--- src/rtl/edo_strobe_edges.sv ---
module edo_strobe_edges #(
  parameter int LANES = 2
) (
  input  logic             clk,
  input  logic             rst_n,
  input  logic             ras_n,
  input  logic [LANES-1:0] cas_n,
  input  logic             we_n,
  output logic             ras_fall,
  output logic             ras_rise,
  output logic             cas_fall,
  output logic             cas_low_prev,
  output logic             we_fall,
  output logic [LANES-1:0] lane_fall
);
  logic             ras_q;
  logic             we_q;
  logic [LANES-1:0] cas_q;

  always_ff @(posedge clk) begin
    if (!rst_n) begin
      ras_q <= 1'b1;
      we_q  <= 1'b1;
      cas_q <= '1;
    end else begin
      ras_q <= ras_n;
      we_q  <= we_n;
      cas_q <= cas_n;
    end
  end

  assign ras_fall     = ras_q & ~ras_n;
  assign ras_rise     = ~ras_q & ras_n;
  assign we_fall      = we_q & ~we_n;
  assign cas_low_prev = ~&cas_q;
  assign cas_fall     = (~&cas_n) & ~cas_low_prev;

  for (genvar g = 0; g < LANES; g++) begin : g_lane
    assign lane_fall[g] = cas_q[g] & ~cas_n[g];
  end
endmodule

--- config.mk ---
export PLATFORM = sky130hd
export DESIGN_NAME = edo_strobe_edges
export DESIGN_NICKNAME = d
export VERILOG_FILES = /design/src/rtl/edo_strobe_edges.sv
export SDC_FILE = /design/constraint.sdc
export NUM_CORES = 1
export LEC_CHECK = 0
export ABC_AREA = 1
export BUFFER_PORTS_ARGS = -buffer_cell sky130_fd_sc_hd__buf_2
export CAP_MARGIN = 20
export CORE_AREA = 2 2 39 41
export DETAILED_ROUTE_END_ITERATION = 7
export DIE_AREA = 0 0 41 43
export GPL_TIMING_DRIVEN = 0
export PLACE_DENSITY = 0.33
export SETUP_SLACK_MARGIN = 0.1
export SLEW_MARGIN = 20
export SYNTH_ARGS = -nofsm -noshare
export SYNTH_HDL_FRONTEND = slang
export SYNTH_SLANG_ARGS = --single-unit
--- constraint.sdc ---
create_clock -name clk -period 0.8 [get_ports clk]
set_input_delay 0.12 -clock clk [delete_from_list [all_inputs] [get_ports clk]]
set_output_delay 0.12 -clock clk [all_outputs]
set_load 0.03 [all_outputs]
==> flow_metrics.py, run 1 <==
metrics = {
    "synthesis": {
        "synth_nets": 31,
        "synth.ff_latch_count": 4,
        "synth_area_sq_um": 159,
        "synthFlopType": "dfxtp_1",
        "ys_seq_area_frac": 0.504,
        "synth_area_leaders": "dfxtp_1 50%, inv_1 21%, nand2_1 14%",
        "synth-edff-count": 0,
        "yosys_warnings": 0,
        "syn_area_per_cell_sq_um": 6.36,
        "yosysTopAreaCell": "dfxtp_1",
        "yosysUniqueCellTypes": 4,
        "synth_common_cells": "9 x inv_1, 6 x nand2_1, 6 x nor2_1",
        "async_flop_share": 0,
        "syn_inst": 25,
        "yosysTopAreaCellShare": 0.504,
        "synth.most_common_cell": "inv_1",
    },
    "sta": {
        "max_freq_mhz": 1040,
        "post-route-period-util": 1.21,
        "setup_violations": 7,
        "tightest_slew_ns": 0.153,
        "grt_setup_unrepaired": "yes",
        "hold_slack_ns": 0.0848,
        "setup_slack_ns": -0.165,
        "finalCriticalPeriod_ns": 0.965,
        "drv_slew": 0,
        "hold_viol_final": 0,
        "slew_headroom": 0.899,
    },
    "floorplan": {
        "fp-row-count": 14,
        "die_area_sq_um": 1760,
        "start_util": 0.115,
        "die_h_um": 43,
        "num_io_pins": 13,
        "core_area_sq_um": 1380,
        "die_w_um": 41,
    },
    "drt": {
        "dr.pass1.iters": 5,
        "dr.first_iter.drc_count": 2,
        "wl_met2_um": 187,
        "viasPerCell": 3.41,
        "drcViolationCount": 0,
        "routedWlPerCell_um": 7.43,
        "vias": 191,
        "met3_length_um": 69,
        "ant_nets": 0,
        "wl_met1_um": 160,
        "wl_um": 416,
        "top_layer": "met3",
    },
    "setup_path": {
        "worst_ep_arrival_time_ns": 0.85,
        "worstSetupStartpointType": "register",
        "endpoint": "cas_fall",
        "crit_start": "cas_q[1]$_SDFF_PN1_",
        "setup.worst_path.class": "reg -> out",
        "critPathRequiredTime_ns": 0.68,
        "worstPathMaxFanout": 2,
        "end_kind": "output pin",
    },
    "run": {
        "cap_violations": 0,
    },
    "power_and_ir_drop": {
        "power_uw": 646,
        "vdd_drop_max_mv": 0.561,
        "powerDensity_nw_per_um2": 1800,
        "p_leak_nw": 0.195,
    },
    "hold_path": {
        "hold_class": "in -> reg",
    },
    "cells_and_area": {
        "antennaDiodeCount": 0,
        "syn_to_final_growth_pct": 126,
        "fillers": 159,
        "layout.nets": 48,
        "layout-drive-gt1-share": 0.750,
        "final_core_utilization": 0.259,
    },
    "cts": {
        "cts_max_level": 1,
        "cts_sinks": 4,
        "cts_tree": "done",
        "cts_buffers": 3,
        "cts.hold.buffers_added": 0,
        "cts_root_buf": "clkbuf_4",
        "path_clk_slew_ns": 0.04,
        "cts.path.max_buffers": 2,
    },
    "grt": {
        "track_usage": 0.0682,
        "grt_antenna_before_repair": 0,
        "grt_max_degree": 5,
        "grt_pass1_vias": 194,
        "grt_pass1_wl_um": 738,
        "grt_overflow_total": 0,
    },
    "place": {
        "dp_worst_setup_slack_ns": -0.0191,
        "dp_hpwl_um": 330,
        "numPortBuffers": 12,
        "gp_congestion": 0.570,
    },
    "status": {
        "status": "finished, violations left",
        "violations": "setup timing",
    },
}
[logic make-up (layout without fill, tap and decap cells)]
family        count (synthesis)  in the layout  synth area share
simple gates                 12             12             0.283
buf+inv                       9             24             0.213
flops                         4              4             0.504
[worst min-delay path by stage]
| stage | end | from | slack, ns | cells past startpoint |
|---|---|---|---|---|
| after floorplan | cas_q[0]$_SDFF_PN1_ | rst_n | 0.19 | 1 |
| after global placement | cas_q[1]$_SDFF_PN1_ | rst_n | 0.33 | 2 |
| after detailed placement | cas_q[1]$_SDFF_PN1_ | rst_n | 0.33 | 2 |
| after CTS | cas_q[1]$_SDFF_PN1_ | rst_n | 0.08 | 2 |
| after global routing | cas_q[1]$_SDFF_PN1_ | rst_n | 0.1 | 2 |
| final | cas_q[1]$_SDFF_PN1_ | rst_n | 0.08 | 2 |
[final cells by class]
type	instances	area [sq um]	area share
Multi-Input combinational cell	12	97.6	0.272
Timing Repair Buffer	12	97.6	0.272
Clock buffer	3	22.5	0.0627
Tap cell	16	20.0	0.0557
Inverter	9	33.8	0.0941
Sequential cell	4	87.6	0.244
[sequential cells by signal, indices dropped and copies added, names as in the netlist]
signal,cells
cas_q,2
ras_q,1
we_q,1
[per-layer routing]
metal  GRT usage  vias up
li1            -       98
met1      0.0705       80
met2      0.0844       13
met3      0.0524        0
met4      0.0600        0
met5           0        -
[where the power goes]
part           internal (mW)  switching (mW)  leakage, nW
clock                  0.168          0.0844       0.0138
sequential             0.212          0.0105       0.0328
combinational         0.0721          0.0995        0.148
[cells in the final DEF, fill, tap and decap left out]
cell type  netlist  layout
buf_2            0       6
nor2_4           0       6
nand2_1          6       5
dfxtp_4          0       1
dfxtp_2          0       3
clkbuf_4         0       3
inv_1            9       5
inv_2            0       4
nand2_4          0       1
buf_6            0       6
[worst max-delay path, cell delays in order (launching register included)]
cell	delay [ns]
dfxtp_4	0.35
nand2_4	0.06
nor2_4	0.07
buf_6	0.13
[repair_timing]
item,4_1_cts,5_1_grt
resized for setup,18,1
setup endpoints to repair,7,7
setup buffers,0,0
pin swaps,1,1
[metrics by stage]
step           std cells  TNS (ns)  area [sq um]
3_5_place_dp          53   -0.0191           294
5_1_grt               56     -1.28           359
4_1_cts               56     -1.06           357
6_report              56    -0.958           359
3_3_place_gp          53  -0.00625           294
2_1_floorplan         25         0           214
(Power assumes the default switching activity.)
==> run 2: changes to the inputs <==
--- a/config.mk
+++ b/config.mk
@@ -10,7 +10,9 @@
 export CAP_MARGIN = 20
-export CORE_AREA = 2 2 39 41
+export CELL_PAD_IN_SITES_DETAIL_PLACEMENT = 1
+export CELL_PAD_IN_SITES_GLOBAL_PLACEMENT = 2
+export CORE_MARGIN = 2
+export CORE_UTILIZATION = 12
 export DETAILED_ROUTE_END_ITERATION = 7
-export DIE_AREA = 0 0 41 43
 export GPL_TIMING_DRIVEN = 0
-export PLACE_DENSITY = 0.33
+export PLACE_DENSITY = 0.59
 export SETUP_SLACK_MARGIN = 0.1
==> constraint.sdc (replaced) <==
create_clock -name clk -period 0.8 [get_ports clk]
set_input_delay 0.08 -clock clk [delete_from_list [all_inputs] [get_ports clk]]
set_output_delay 0.08 -clock clk [all_outputs]
set_load 0.03 [all_outputs]
==> flow_metrics.py, run 2 (synthesis gave the netlist of run 1 again) <==
metrics = {
    "drt": {
        "dr.pass1.iters": 2,
        "wl_um": 429,
        "routedWlPerCell_um": 7.80,
        "ant_nets": 0,
        "dr.first_iter.drc_count": 4,
        "vias": 199,
        "viasPerCell": 3.62,
        "drcViolationCount": 0,
    },
    "cells_and_area": {
        "final_core_utilization": 0.268,
        "top_register": "cas_q",
        "layout-drive-gt1-share": 0.700,
        "stdcell_area_sq_um": 340,
        "layout.nets": 48,
        "reg_top3": "cas_q x2, ras_q x1, we_q x1",
        "antennaDiodeCount": 0,
        "final_cell_mix": "7 x inv_1, 6 x buf_2, 6 x buf_6",
        "fin_cells": 55,
        "final_common_cell": "inv_1",
        "syn_to_final_growth_pct": 114,
        "largest_reg_flops": 2,
    },
    "place": {
        "numPortBuffers": 12,
        "dpl-instance-area_sq_um": 270,
        "dp_worst_setup_slack_ns": 0.0449,
        "gp_congestion": 0.541,
        "dp_cells": 52,
        "dp_hpwl_um": 383,
    },
    "hold_path": {
        "hold_class": "in -> reg",
        "min_path_cells": 3,
    },
    "grt": {
        "grt_overflow_total": 0,
        "grt_pass1_wl_um": 738,
        "grt_antenna_before_repair": 0,
        "track_usage": 0.0747,
        "grt_pass1_vias": 197,
        "grt_max_degree": 5,
    },
    "floorplan": {
        "die_area_sq_um": 1630,
        "fp-row-count": 13,
        "start_util": 0.125,
        "core_area_sq_um": 1270,
        "die_w_um": 40.4,
        "num_io_pins": 13,
        "die_h_um": 40.4,
    },
    "run": {
        "cap_violations": 0,
    },
    "setup_path": {
        "critPathRequiredTime_ns": 0.72,
        "worstSetupStartpointType": "register",
        "end_kind": "output pin",
        "path_buf_inv": 1,
        "setup.worst_path.class": "reg -> out",
        "worst_ep_arrival_time_ns": 0.83,
        "worstPathMaxFanout": 2,
        "crit_family": "flip-flops",
        "cp.depth": 2,
        "cp_cell_sequence": "nand2_2, buf_2",
        "critPathMaxStageDelay_ns": 0.31,
        "crit_slowest_cell": "dfxtp_2",
    },
    "sta": {
        "setup_slack_ns": -0.115,
        "grt_setup_unrepaired": "yes",
        "tightest_slew_ns": 0.155,
        "max_freq_mhz": 1090,
        "slew_headroom": 0.897,
        "finalCriticalPeriod_ns": 0.915,
        "tns_ns": -0.646,
        "setup_violations": 7,
        "drv_slew": 0,
        "post-route-period-util": 1.14,
        "hold_viol_final": 0,
    },
    "cts": {
        "cts_tree": "done",
        "cts_sinks": 4,
        "cts_max_level": 1,
        "cts_buffers": 3,
        "cts.path.max_buffers": 2,
        "cts_setup_buffers": 0,
        "cts_root_buf": "clkbuf_4",
        "cts.hold.buffers_added": 0,
        "path_clk_slew_ns": 0.04,
    },
    "power_and_ir_drop": {
        "p_leak_nw": 0.195,
        "vdd_drop_max_mv": 0.846,
        "powerDensity_nw_per_um2": 1850,
    },
    "status": {
        "violations": "setup timing",
        "status": "finished, violations left",
    },
}
run 2: path summary, 6_finish.rpt:
kind / startpoint / end / slack [ns]
worst min-delay path: we_n / we_q$_SDFF_PN1_ / 0.05
worst max-delay path: cas_q[0]$_SDFF_PN1_ / cas_low_prev / -0.11
run 2: report_power, final:
group          internal [mW]  switching, mW
registers              0.214        0.00671
logic                 0.0680         0.0980
clock network          0.167         0.0752
total                  0.449          0.180
run 2: layer usage:
layer | wire (um) | part of all wire | global-route usage
met1 | 128 | 0.30 | 0.0554
met2 | 227 | 0.53 | 0.131
met3 | 73 | 0.17 | 0.0722
met5 | 0 | 0 | 0
met4 | 0 | 0 | 0.0250
run 2: timing repair:
action | in CTS | in global routing
pin swaps | 2 | 1
setup endpoints to repair | 7 | 7
gates resized for setup | 15 | 4
endpoints found under the hold margin | 0 | 0
run 2: layout make-up:
type                    instances  area, sq um
clock buffers                   3         22.5
fillers                       157          928
inverters                       9         33.8
multi-input cells              12         82.6
flip-flops and latches          4         85.1
well taps                      15         18.8
repair buffers                 12         97.6
run 2: per-stage QoR:
step | total power, mW | hold slack [ns]
final | 0.629 | 0.0473
after global routing | 0.684 | 0.0415
after CTS | 0.641 | 0.0419
after detailed placement | 0.358 | 0.284
after global placement | 0.353 | 0.278
after floorplan | 0.309 | 0.149
